**src/rtl/lux_i2c_pkg.sv**
```systemverilog
package lux_i2c_pkg;
  localparam int unsigned AW = 8;
  localparam int unsigned DW = 8;
  localparam logic [AW-1:0] A_CMD0 = 8'h00;
  localparam logic [AW-1:0] A_CMD1 = 8'h01;
  localparam logic [AW-1:0] A_RLO  = 8'h02;
  localparam logic [AW-1:0] A_RHI  = 8'h03;
  localparam logic [AW-1:0] A_IDST = 8'h0F;

  typedef enum logic [2:0] {
    S_IDLE, S_DEV, S_REG, S_WDAT, S_RDAT, S_MACK
  } ser_state_t;

  // sparse pointer walk: last result byte jumps to ID, ID wraps to first
  function automatic logic [AW-1:0] ptr_next(input logic [AW-1:0] p);
    if (p == A_RHI)       return A_IDST;
    else if (p == A_IDST) return A_CMD0;
    else                  return p + 1'b1;
  endfunction
endpackage

```
**src/rtl/lux_i2c_sync.sv**
```systemverilog
module lux_i2c_sync #(
  parameter int unsigned STAGES = 2
) (
  input  logic clk,
  input  logic rst,
  input  logic scl_i,
  input  logic sda_i,
  output logic scl_s,
  output logic sda_s,
  output logic scl_rise,
  output logic scl_fall,
  output logic start_evt,
  output logic stop_evt
);
  localparam int unsigned NLINES = 2;
  logic [NLINES-1:0] raw;
  logic [NLINES-1:0] synced;
  logic scl_q, sda_q;

  assign raw = {scl_i, sda_i};

  for (genvar g = 0; g < NLINES; g++) begin : g_line
    logic [STAGES-1:0] chain;
    always_ff @(posedge clk) begin
      if (rst) chain <= '1;
      else     chain <= {chain[STAGES-2:0], raw[g]};
    end
    assign synced[g] = chain[STAGES-1];
  end

  assign scl_s = synced[1];
  assign sda_s = synced[0];

  always_ff @(posedge clk) begin
    if (rst) begin
      scl_q <= 1'b1;
      sda_q <= 1'b1;
    end else begin
      scl_q <= scl_s;
      sda_q <= sda_s;
    end
  end

  assign scl_rise  = scl_s & ~scl_q;
  assign scl_fall  = ~scl_s & scl_q;
  assign start_evt = scl_s & scl_q & sda_q & ~sda_s;
  assign stop_evt  = scl_s & scl_q & ~sda_q & sda_s;
endmodule

```
**src/rtl/lux_i2c_serial.sv**
```systemverilog
module lux_i2c_serial
  import lux_i2c_pkg::*;
#(
  parameter logic [6:0] DEV_ADDR = 7'b1000100
) (
  input  logic          clk,
  input  logic          rst,
  input  logic          sda_s,
  input  logic          scl_rise,
  input  logic          scl_fall,
  input  logic          start_evt,
  input  logic          stop_evt,
  input  logic [DW-1:0] rd_data,
  output logic [AW-1:0] ptr,
  output logic          ptr_adv,
  output logic          wr_en,
  output logic [AW-1:0] wr_addr,
  output logic [DW-1:0] wr_data,
  output logic          sda_oe
);
  localparam int unsigned CW = $clog2(DW + 1);
  localparam logic [CW-1:0] BITS = CW'(DW);

  ser_state_t    st;
  logic [CW-1:0] bitcnt;
  logic [DW-1:0] shreg;
  logic [DW-1:0] tx;
  logic          in_ack;
  logic          mack;

  always_ff @(posedge clk) begin
    if (rst) begin
      st      <= S_IDLE;
      bitcnt  <= '0;
      shreg   <= '0;
      tx      <= '0;
      in_ack  <= 1'b0;
      mack    <= 1'b0;
      ptr     <= '0;
      ptr_adv <= 1'b0;
      wr_en   <= 1'b0;
      wr_addr <= '0;
      wr_data <= '0;
      sda_oe  <= 1'b0;
    end else begin
      wr_en   <= 1'b0;
      ptr_adv <= 1'b0;
      if (stop_evt) begin
        st     <= S_IDLE;
        in_ack <= 1'b0;
        sda_oe <= 1'b0;
      end else if (start_evt) begin
        st     <= S_DEV;
        bitcnt <= '0;
        in_ack <= 1'b0;
        sda_oe <= 1'b0;
      end else begin
        unique case (st)
          S_DEV, S_REG, S_WDAT: begin
            if (scl_rise && !in_ack) begin
              shreg  <= {shreg[DW-2:0], sda_s};
              bitcnt <= bitcnt + 1'b1;
            end else if (scl_fall && in_ack) begin
              in_ack <= 1'b0;
              sda_oe <= 1'b0;
              bitcnt <= '0;
              if (st == S_DEV) begin
                if (shreg[0]) begin
                  st     <= S_RDAT;
                  tx     <= rd_data << 1;
                  sda_oe <= ~rd_data[DW-1];
                end else begin
                  st <= S_REG;
                end
              end else if (st == S_REG) begin
                ptr <= shreg;
                st  <= S_WDAT;
              end else begin
                wr_en   <= 1'b1;
                wr_addr <= ptr;
                wr_data <= shreg;
                ptr     <= ptr_next(ptr);
                ptr_adv <= 1'b1;
              end
            end else if (scl_fall && bitcnt == BITS) begin
              if (st == S_DEV && shreg[DW-1:1] != DEV_ADDR) begin
                st <= S_IDLE;
              end else begin
                in_ack <= 1'b1;
                sda_oe <= 1'b1;
              end
            end
          end
          S_RDAT: begin
            if (scl_rise) begin
              bitcnt <= bitcnt + 1'b1;
            end else if (scl_fall) begin
              if (bitcnt == BITS) begin
                sda_oe <= 1'b0;
                st     <= S_MACK;
              end else begin
                sda_oe <= ~tx[DW-1];
                tx     <= tx << 1;
              end
            end
          end
          S_MACK: begin
            if (scl_rise) begin
              mack <= ~sda_s;
              if (!sda_s) begin
                ptr     <= ptr_next(ptr);
                ptr_adv <= 1'b1;
              end
            end else if (scl_fall) begin
              if (mack) begin
                st     <= S_RDAT;
                bitcnt <= '0;
                tx     <= rd_data << 1;
                sda_oe <= ~rd_data[DW-1];
              end else begin
                st <= S_IDLE;
              end
            end
          end
          default: ;
        endcase
      end
    end
  end
endmodule

```
**src/rtl/lux_i2c_regs.sv**
```systemverilog
module lux_i2c_regs
  import lux_i2c_pkg::*;
#(
  parameter int unsigned RES_W   = 2 * DW,
  parameter logic [2:0]  ID_CODE = 3'b101
) (
  input  logic             clk,
  input  logic             rst,
  input  logic             wr_en,
  input  logic [AW-1:0]    wr_addr,
  input  logic [DW-1:0]    wr_data,
  input  logic [AW-1:0]    rd_addr,
  output logic [DW-1:0]    rd_data,
  input  logic [RES_W-1:0] result_i,
  input  logic             result_ld_i,
  output logic [RES_W-1:0] result_q,
  output logic [2:0]       mode_o,
  output logic [1:0]       adc_res_o,
  output logic [1:0]       lux_range_o,
  output logic             bout
);
  localparam logic [DW-1:0] MASK0 = 8'hE0;
  localparam logic [DW-1:0] MASK1 = 8'h0F;

  logic [DW-1:0] cmd0, cmd1;

  always_ff @(posedge clk) begin
    if (rst) begin
      cmd0     <= '0;
      cmd1     <= '0;
      result_q <= '0;
      bout     <= 1'b1;
    end else begin
      if (result_ld_i) result_q <= result_i;
      if (wr_en) begin
        case (wr_addr)
          A_CMD0:  cmd0 <= wr_data & MASK0;
          A_CMD1:  cmd1 <= wr_data & MASK1;
          A_IDST:  if (!wr_data[DW-1]) bout <= 1'b0;
          default: ;
        endcase
      end
    end
  end

  always_comb begin
    case (rd_addr)
      A_CMD0:  rd_data = cmd0;
      A_CMD1:  rd_data = cmd1;
      A_RLO:   rd_data = result_q[DW-1:0];
      A_RHI:   rd_data = result_q[RES_W-1:DW];
      A_IDST:  rd_data = {bout, 1'b0, ID_CODE, 3'b000};
      default: rd_data = '0;
    endcase
  end

  assign mode_o      = cmd0[7:5];
  assign adc_res_o   = cmd1[3:2];
  assign lux_range_o = cmd1[1:0];
endmodule

```
**src/rtl/lux_i2c_regslave.sv**
```systemverilog
module lux_i2c_regslave
  import lux_i2c_pkg::*;
#(
  parameter logic [6:0]  DEV_ADDR    = 7'b1000100,
  parameter int unsigned SYNC_STAGES = 2,
  parameter logic [2:0]  ID_CODE     = 3'b101
) (
  input  logic        clk,
  input  logic        rst,
  input  logic        scl_i,
  input  logic        sda_i,
  output logic        sda_oe_o,
  input  logic [15:0] result_i,
  input  logic        result_ld_i,
  output logic [2:0]  mode_o,
  output logic [1:0]  adc_res_o,
  output logic [1:0]  lux_range_o,
  output logic        brownout_o
);
  localparam int unsigned RES_W = 2 * DW;

  logic scl_s, sda_s, scl_rise, scl_fall, start_evt, stop_evt;
  logic [AW-1:0] ptr, wr_addr;
  logic [DW-1:0] wr_data, rd_data;
  logic ptr_adv, wr_en, sda_oe, bout;
  logic [RES_W-1:0] result_q;

  lux_i2c_sync #(.STAGES(SYNC_STAGES)) i_sync (
    .clk(clk), .rst(rst), .scl_i(scl_i), .sda_i(sda_i),
    .scl_s(scl_s), .sda_s(sda_s), .scl_rise(scl_rise), .scl_fall(scl_fall),
    .start_evt(start_evt), .stop_evt(stop_evt)
  );

  lux_i2c_serial #(.DEV_ADDR(DEV_ADDR)) i_serial (
    .clk(clk), .rst(rst), .sda_s(sda_s), .scl_rise(scl_rise),
    .scl_fall(scl_fall), .start_evt(start_evt), .stop_evt(stop_evt),
    .rd_data(rd_data), .ptr(ptr), .ptr_adv(ptr_adv), .wr_en(wr_en),
    .wr_addr(wr_addr), .wr_data(wr_data), .sda_oe(sda_oe)
  );

  lux_i2c_regs #(.RES_W(RES_W), .ID_CODE(ID_CODE)) i_regs (
    .clk(clk), .rst(rst), .wr_en(wr_en), .wr_addr(wr_addr),
    .wr_data(wr_data), .rd_addr(ptr), .rd_data(rd_data),
    .result_i(result_i), .result_ld_i(result_ld_i), .result_q(result_q),
    .mode_o(mode_o), .adc_res_o(adc_res_o), .lux_range_o(lux_range_o),
    .bout(bout)
  );

  assign sda_oe_o   = sda_oe;
  assign brownout_o = bout;
endmodule

```
**config.mk**
```make
export PLATFORM = sky130hd
export DESIGN_NAME = lux_i2c_regslave
export DESIGN_NICKNAME = d
export VERILOG_FILES = /design/src/rtl/lux_i2c_pkg.sv /design/src/rtl/lux_i2c_sync.sv /design/src/rtl/lux_i2c_serial.sv /design/src/rtl/lux_i2c_regs.sv /design/src/rtl/lux_i2c_regslave.sv
export SDC_FILE = /design/constraint.sdc
export NUM_CORES = 1
export LEC_CHECK = 0
export BUFFER_PORTS_ARGS = -buffer_cell sky130_fd_sc_hd__buf_4
export CAP_MARGIN = 20
export CORE_MARGIN = 1.5
export CORE_UTILIZATION = 55
export DETAILED_ROUTE_END_ITERATION = 16
export PLACE_DENSITY = 0.74
export SYNTH_ARGS = -nofsm -noshare
export SYNTH_HDL_FRONTEND = slang
export SYNTH_SLANG_ARGS = --single-unit
```
**constraint.sdc**
```tcl
create_clock -name clk -period 4.22 [get_ports clk]
set_input_delay 0.633 -clock clk [delete_from_list [all_inputs] [get_ports clk]]
set_output_delay 0.633 -clock clk [all_outputs]
set_load 0.05 [all_outputs]
```
Yosys cells after proc, flatten, opt, wreduce, memory -nomap -nowiden. Index checks and enable logic that the tools add are counted. Widths: inputs -> output; s select.

Memories: 0. Output and inout port bits: 9. Register bits: 81. Bits in latches: 0. ROM bits: 0. RAM bits: 0.

Bitwise gates (word level): 21. Shift operators: 0. Eq/ne operators: 44. Add/subtract/negate cells: 2. Div/mod/pow operators: 0. $lt $le $gt $ge: 0. Reduce and logical (&&, ||, !) cells: 28. Mux-type cells: 59. Multiply operators: 0.

Operators with widths (number): $mux 8 (18); $pmux 8 s5 (1); $mux 3 (13); $mux 4 (7); $pmux 8 s3 (1); $ne 3x1->1 const B (7); $reduce_and 10->1 (2); $ne 2x1->1 const B (9); $eq 8x1->1 const B (2); $eq 8x2->1 const B (2); $eq 8x4->1 const B (2); $logic_not 8->1 (2); $pmux 8 s2 (1); $mux 1 (15); $not 1->1 (14); $reduce_and 7->1 (2); $reduce_and 13->1 (1); $ne 2x2->1 const B (6); $ne 4x1->1 const B (3); $pmux 4 s3 (1); $reduce_and 4->1 (3); $pmux 3 s3 (1); $reduce_and 9->1 (1); $add 8x1->8 const B (1); other kinds (23) (39).

Depth between registers and ports, before layout. Gate-level depths: netlist of the first run.

Word-level depth: 8. Gate-level depth with buffers: 8. Depth with buffers taken out: 7.

Cells and area by module. From an unflattened synthesis of the first run, not the netlist that was laid out.

Cells, all modules: 462. Area total of the unflattened synthesis: 4180.3 um^2.

Modules (own cells, without submodules): lux_i2c_serial (area an instance 2790.2 um^2, cells each 320, times used 1); lux_i2c_regs (area an instance 1199.9 um^2, cells each 126, times used 1); lux_i2c_sync (area an instance 190.2 um^2, cells each 16, times used 1).

Worst setup path after synthesis of the first run. No wires, ideal clock.

Kind: flip-flop to flip-flop. Start: register i_serial.ptr[0]. End: register i_serial.tx[1]. Arrival: 2.058 ns. Stages on the path, launching flop included: 8. Setup slack: 2.092 ns. Library setup time: 0.071 ns. Path buffers: 1. Path through: dfxtp_1 inv_1 ha_1 clkbuf_1 nor4_1 or4b_4 or4_1 a21oi_1.

Word-level cells in the longest chain between the ends: 7. Elaborated cells on any way between the ends: 14.

RTL lines: from (decl) (RTL line lux_i2c_serial.sv:14) `output logic [AW-1:0] ptr,`; from (signal assigned) (RTL line lux_i2c_serial.sv:76) `ptr <= shreg;`; from (signal assigned) (RTL line lux_i2c_serial.sv:82) `ptr <= ptr_next(ptr);`; from (signal assigned) (RTL line lux_i2c_serial.sv:111) `ptr <= ptr_next(ptr);`; $eq 8x4->1 (tied with other cells) (RTL line lux_i2c_regs.sv:47) `case (rd_addr)`; $pmux 8 s5 * (RTL line lux_i2c_regs.sv:47); $mux 8 (RTL line lux_i2c_serial.sv:68) `if (shreg[0]) begin`; $mux 8 (RTL line lux_i2c_serial.sv:67) `if (st == S_DEV) begin`; $mux 8 (RTL line lux_i2c_serial.sv:63) `end else if (scl_fall && in_ack) begin`; $mux 8 (RTL line lux_i2c_serial.sv:60) `if (scl_rise && !in_ack) begin`; $pmux 8 s3 * (RTL line lux_i2c_serial.sv:58) `unique case (st)`; to (signal assigned) (RTL line lux_i2c_serial.sv:70) `tx <= rd_data << 1;`; to (signal assigned) (RTL line lux_i2c_serial.sv:103) `tx <= tx << 1;`; to (signal assigned) (RTL line lux_i2c_serial.sv:118) `tx <= rd_data << 1;`; to (decl) (RTL line lux_i2c_serial.sv:27) `logic [DW-1:0] tx;`.

Mark *: on every way between the ends. The rest lies on a longest branch, timed or not. The select of a mux whose other input is x is not followed. A chain may end at the register's enable or synchronous reset.

Final worst setup path of the first run.
Start: register i_serial.ptr[1]. End: register i_serial.tx[1].

Same word-level chain as after synthesis.

==> flow_metrics.env, run 1 <==
export IMPL_first_pass_iters=5
export IMPL_tns_ps=0
export IMPL_cp_top_family="simple AND/OR/NAND/NOR gates"
export IMPL_place_congestion=0.918
export IMPL_area_delta_synth_final_pct=9.71
export IMPL_reg2reg_to="i_serial.tx[1]$_SDFFE_PP0P_"
export IMPL_dr_total_vias=3446
export IMPL_slowest_delay_ps=590
export IMPL_synth_top_area_share_pct=41.2
export IMPL_die_w_um=86.6
export IMPL_drt_iter0_drc=279
export IMPL_cts_max_level=3
export IMPL_start_kind="register"
export IMPL_relSlewSlack_pct=42.3
export IMPL_vdd_drop_max_mv=0.248
export IMPL_dpl_cell_count=536
export IMPL_cts_root_buf="clkbuf_8"
export IMPL_synth_seq_cells=79
export IMPL_fin_nets=495
export IMPL_cts_resized=0
export IMPL_worst_path_buf_inv=0
export IMPL_initial_core_util_pct=56.9
export IMPL_p_leak_nw=1.54
export IMPL_ys_flop_type="dfxtp_1"
export IMPL_post_cts_buffers=0
export IMPL_r2r_setup_slack_ps=1730
export IMPL_syn_inst=461
export IMPL_synth_cell_types=61
export IMPL_track_usage_pct=26.7
export IMPL_cp_arrival_ps=2790
export IMPL_drive_gt1_share_pct=13.3
export IMPL_clk_latency_ps=360
export IMPL_antenna_left=0
export IMPL_worst_path_max_fanout=17
export IMPL_outcome="complete, no violations"
export IMPL_stdcell_count=553
export IMPL_max_freq_mhz=401
export IMPL_cap_violations=0
export IMPL_n_antenna_cell=0
export IMPL_ios=30
export IMPL_min_period_over_period_pct=59.1
export IMPL_grt_pass1_wl_um=15600
export IMPL_critPathSlowestCell="ha_1"
export IMPL_seq_area_frac_synth_pct=41.2
export IMPL_cts_inserted_buffers=9
export IMPL_crit_required_ps=4510
export IMPL_hold_viol_final=0
export IMPL_syn_area_um2=3840
export IMPL_final_util_pct=62.4
export IMPL_core_um2=6760
export IMPL_rsz0062_at_grt="false"
export IMPL_whs_endpoint="i_sync.g_line[1].chain[1]$_SDFF_PP1_"
export IMPL_io_buffers=29
export IMPL_die_height_um=86.6
export IMPL_synth_nets=488
export IMPL_setup_viol=0
export IMPL_yosys_top_cells_area="dfxtp_1, a21oi_1, mux2i_1, nand2_1, nor2_1"
export IMPL_min_path_cells=1
export IMPL_drt_wl_total_um=9280
export IMPL_fin_skew_ps=9.30
export IMPL_antenna_found_initial=0
export IMPL_wire_per_inst_um=16.8
export IMPL_die_area_um2=7490
export IMPL_fin_crit_ps=2490
export IMPL_cts_clk_slew_worst_paths_ps=90
export IMPL_hp_start="i_sync.g_line[1].chain[0]$_SDFF_PP1_"
export IMPL_hpwl_um=6350
export IMPL_grt_remaining_overflow=0
export IMPL_yosysWarningCount=0
export IMPL_synth_edf_count=0
export IMPL_r2r_cells=5
export IMPL_worst_pin_slew_ps=856
export IMPL_cts_hold_buf=0
export IMPL_cts_sinks=79
export IMPL_critical_path_class="reg -> reg"
export IMPL_grt_start_max_net_pins=77
export IMPL_drc=0
export IMPL_routed_via_density=6.23
export IMPL_cts_buffer_depth=2
export IMPL_synth_area_leader_cell="dfxtp_1"
export IMPL_critPathCaptureType="register"
export IMPL_crit_reg2reg_launch="i_serial.ptr[1]$_SDFFE_PP0P_"
export IMPL_power_density_nw_per_um2=339
export IMPL_cts_tree="done"
export IMPL_crit_start="i_serial.ptr[1]$_SDFFE_PP0P_"
export IMPL_first_global_vias=3147
export IMPL_drv_slew=0
export IMPL_synth_async_reset_ratio_pct=0
export IMPL_syn_area_per_cell_um2=8.33
export IMPL_cp_cell_sequence="ha_1, nor4_1, or4b_4, or4_1, a21oi_1"
export IMPL_rows=30
export IMPL_min_path_type="reg -> reg"
[cells in the final DEF (no fill, tap or decap), types with 6 or more instances in the layout]
cell      synthesis  layout
a21oi_1          53      53
a222oi_1          7       7
a31o_2            6       6
buf_4             0      29
clkbuf_8          0       9
dfxtp_1          79      79
ha_1              6       6
inv_1             9       9
mux2i_1          26      26
nand2_1          57      57
nand3_1           7       7
nor2_1           47      47
nor3_1            9       9
o21ai_0          24      24
or2_2             7       7
[metrics by stage]
step / worst slack [ps] / hold slack [ps] / cell area [um^2] / total power, mW
after floorplan: 2090 / 389 / 3840 / 0.855
after global placement: 1770 / 391 / 4020 / 0.883
after detailed placement: 1680 / 401 / 4020 / 0.885
after CTS: 1670 / 421 / 4210 / 1.44
after global routing: 1590 / 434 / 4210 / 1.49
final: 1730 / 422 / 4210 / 1.43
[layout make-up]
type	instances	area, um^2
multi-input combinational	339	2090
timing repair buffer	30	223
fill	596	2540
inverter	9	33.8
sequential	79	1580
clock buffer	11	131
tap	80	100
clock inverter	5	58.8
[how the worst max path moves through the flow]
stage,to,depth (start not counted)
after detailed placement,i_serial.st[0]$_SDFFE_PP0P_,5
final,i_serial.tx[1]$_SDFFE_PP0P_,5
after CTS,i_serial.st[0]$_SDFFE_PP0P_,5
after global routing,i_serial.tx[4]$_SDFFE_PP0P_,5
after floorplan,i_serial.tx[1]$_SDFFE_PP0P_,7
after global placement,i_serial.st[0]$_SDFFE_PP0P_,5
[flip-flops by register name, summed over array words and instances, names as in the netlist]
signal               cells
i_serial.wr_addr         8
i_serial.tx              7
i_sync.scl_q             1
i_serial.mack            1
i_regs.result_q         16
i_regs.cmd1              4
i_serial.st              3
i_serial.in_ack          1
i_sync.sda_q             1
i_serial.bitcnt          4
i_serial.sda_oe          1
i_sync.g_line.chain      4
i_serial.wr_en           1
i_serial.wr_data         7
i_regs.bout              1
i_serial.ptr             8
i_serial.shreg           8
i_regs.cmd0              3
[per-layer routing]
layer / part of all wire [%] / global-route usage [%] / routed length, um
met3: 5.8 / 4.29 / 538
met4: 2.1 / 12.8 / 197
met1: 45 / 36.5 / 4140
met2: 47 / 41.3 / 4390
met5: 0 / 0 / 0
[synth_stat cells (6+ instances only)]
master and n:
a21oi_1 53, a222oi_1 7, a31o_2 6, clkbuf_1 28, dfxtp_1 79, ha_1 6, inv_1 9, mux2i_1 26
nand2_1 57, nand3_1 7, nor2_1 47, nor3_1 9, o21ai_0 24, or2_2 7
[power by group]
part | total, mW | internal, mW | leakage [nW] | switching, mW
Clock | 0.561 | 0.274 | 0.0895 | 0.287
Sequential | 0.775 | 0.761 | 0.641 | 0.0138
Combinational | 0.0936 | 0.0407 | 0.813 | 0.0529
Total | 1.43 | 1.08 | 1.54 | 0.354
[cells by family (layout without fill, tap and decap cells)]
kind of cell / count (synthesis) / count (layout) / share of synthesized area [%]
fa+ha+maj: 6 / 6 / 1.95
xor+xnor: 3 / 3 / 0.684
simple gates: 165 / 165 / 21.0
buf+inv: 43 / 55 / 4.53
compound gates: 139 / 139 / 23.9
flops: 79 / 79 / 41.2
mux: 26 / 26 / 6.78
Power figures use the tool's default switching activity.
==> run 2, diff against run 1 <==
- clock period: 4.22 -> 2.5 ns (I/O delays scaled with it)
==> run 2 against run 1 <==
Die area stayed put. Cell count is 1.4% higher. Wire length is 1.6% lower. Critical path depth is 1 lower. Fmax is 15% higher. Non-clock buffer count is 10 higher. Critical endpoint unchanged. Critical path type unchanged. Global-route usage is 1.0 points lower. Design area is 2.7% higher. Total power is 77% higher. Combinational power is 77% higher. Highest routed layer unchanged.
==> flow_metrics.env, run 2 (same netlist as run 1, synthesis figures left out) <==
export IMPL_grt_pass1_wl_um=15100
export IMPL_hp_start="scl_i"
export IMPL_netSwitchingPower_uw=560
export IMPL_dpl_cell_count=547
export IMPL_fin_nets=505
export IMPL_drt_iter0_drc=253
export IMPL_worst_pin_slew_ps=696
export IMPL_fill_cells=586
export IMPL_cts_tree="done"
export IMPL_fin_skew_ps=9.27
export IMPL_relSlewSlack_pct=53.2
export IMPL_reg2reg_to="i_serial.tx[1]$_SDFFE_PP0P_"
export IMPL_critical_path_class="reg -> reg"
export IMPL_rows=30
export IMPL_mostFrequentLayoutCells="dfxtp_1, nand2_1, a21oi_1"
export IMPL_internal_power_mw=1.97
export IMPL_cp_depth=4
export IMPL_crit_required_ps=2790
export IMPL_initial_core_util_pct=56.9
export IMPL_worst_path_max_fanout=8
export IMPL_grt_start_max_net_pins=40
export IMPL_worst_path_buf_inv=0
export IMPL_cts_sinks=79
export IMPL_layout_commonest_cell="dfxtp_1"
export IMPL_fin_crit_ps=2170
export IMPL_die_area_um2=7490
export IMPL_r2r_cells=4
export IMPL_min_period_over_period_pct=86.9
export IMPL_cp_cell_sequence="or4_4, or4b_4, or4_1, a21oi_1"
export IMPL_core_um2=6760
export IMPL_setup_viol=0
export IMPL_crit_reg2reg_launch="i_serial.ptr[4]$_SDFFE_PP0P_"
export IMPL_min_path_type="in -> reg"
export IMPL_seq_power_share_pct=51.8
export IMPL_clk_latency_ps=350
export IMPL_first_pass_iters=7
export IMPL_combPwrFrac_pct=6.6
export IMPL_die_height_um=86.6
export IMPL_rsz0062_at_grt="false"
export IMPL_whs_endpoint="i_sync.g_line[1].chain[0]$_SDFF_PP1_"
export IMPL_grt_remaining_overflow=0
export IMPL_hold_viol_final=0
export IMPL_slowest_delay_ps=580
export IMPL_drt_wl_total_um=9130
export IMPL_cts_buffer_depth=2
export IMPL_wire_per_inst_um=16.3
export IMPL_critPathSlowestCell="or4_4"
export IMPL_p_leak_nw=1.61
export IMPL_outcome="complete, no violations"
export IMPL_ios=30
export IMPL_clkPwrFrac_pct=41.7
export IMPL_dr_total_vias=3539
export IMPL_antenna_found_initial=0
export IMPL_cts_inserted_buffers=9
export IMPL_routed_via_density=6.31
export IMPL_critPathCaptureType="register"
export IMPL_start_kind="register"
export IMPL_cp_top_family="simple AND/OR/NAND/NOR gates"
export IMPL_hpwl_um=6450
export IMPL_drc=0
export IMPL_track_usage_pct=25.7
export IMPL_area_delta_synth_final_pct=12.6
export IMPL_min_path_cells=2
export IMPL_cts_max_level=3
export IMPL_cap_violations=0
export IMPL_die_w_um=86.6
export IMPL_top_register="i_regs.result_q"
export IMPL_place_congestion=0.850
export IMPL_io_buffers=29
export IMPL_tns_ps=0
export IMPL_stdcell_count=561
export IMPL_cts_root_buf="clkbuf_8"
export IMPL_max_freq_mhz=460
export IMPL_drv_slew=0
export IMPL_power_density_nw_per_um2=584
export IMPL_switching_share_pct=22.2
export IMPL_vdd_drop_max_mv=0.421
export IMPL_antenna_left=0
export IMPL_n_antenna_cell=0
export IMPL_first_global_vias=3131
export IMPL_p_total_mw=2.52
export IMPL_drive_gt1_share_pct=15.4
export IMPL_cts_clk_slew_worst_paths_ps=80
export IMPL_r2r_setup_slack_ps=330
export IMPL_largest_reg_flops=16
export IMPL_cp_arrival_ps=2460
==> run 2: cell type report <==
cell class / count / area, um^2 / area share, %
multi-input combinational: 339 / 2090 / 48.4
sequential: 79 / 1580 / 36.6
timing repair buffer: 40 / 300 / 6.94
clock buffer: 11 / 151 / 3.50
tap: 80 / 100 / 2.31
clock inverter: 3 / 67.6 / 1.56
inverter: 9 / 33.8 / 0.781
==> run 2: how the worst max path moves through the flow <==
stage | startpoint | end
2_1_floorplan | i_serial.ptr[0]$_SDFFE_PP0P_ | i_serial.tx[1]$_SDFFE_PP0P_
3_3_place_gp | i_serial.ptr[0]$_SDFFE_PP0P_ | i_serial.tx[2]$_SDFFE_PP0P_
3_5_place_dp | i_serial.ptr[0]$_SDFFE_PP0P_ | i_serial.tx[5]$_SDFFE_PP0P_
4_1_cts | i_serial.ptr[0]$_SDFFE_PP0P_ | i_serial.tx[5]$_SDFFE_PP0P_
5_1_grt | i_sync.g_line[1].chain[1]$_SDFF_PP1_ | i_serial.bitcnt[2]$_SDFFE_PP0P_
6_report | i_serial.ptr[4]$_SDFFE_PP0P_ | i_serial.tx[1]$_SDFFE_PP0P_
==> run 2: what timing repair did <==
| item | 4_1_cts | 5_1_grt |
|---|---|---|
| resized for setup | 0 | 1 |
| endpoints found under the setup margin | 0 | 1 |
| hold buffers | 0 | 0 |
| buffers inserted | 0 | 0 |
==> run 2: worst register-to-register path: stages (launching register included) <==
cell and delay [ps]:
dfxtp_1 380, or4_4 580, or4b_4 530, or4_1 480, a21oi_1 140
==> run 2: power groups by stage <==
stage	Sequential [mW]	Combinational, mW	Clock, mW
after floorplan	1.33	0.115	0
after global placement	1.34	0.162	0
after detailed placement	1.34	0.164	0
after CTS	1.31	0.164	1.07
after global routing	1.31	0.183	1.13
final	1.31	0.166	1.05
==> run 2: stage by stage <==
stage	setup slack (ps)	util [%]	hold WS [ps]	cell area, um^2
after floorplan	372	-	389	3840
after global placement	296	60.7	399	4100
after detailed placement	266	60.7	398	4100
after CTS	241	63.9	196	4320
after global routing	150	64.0	195	4330
final	327	64.0	208	4330
==> run 2: routing by layer <==
metal	global-route usage (%)	part of all wire, %
met3	4.48	7.1
met4	9.82	1.5
met2	41.0	46
met1	34.9	45
met5	0	0
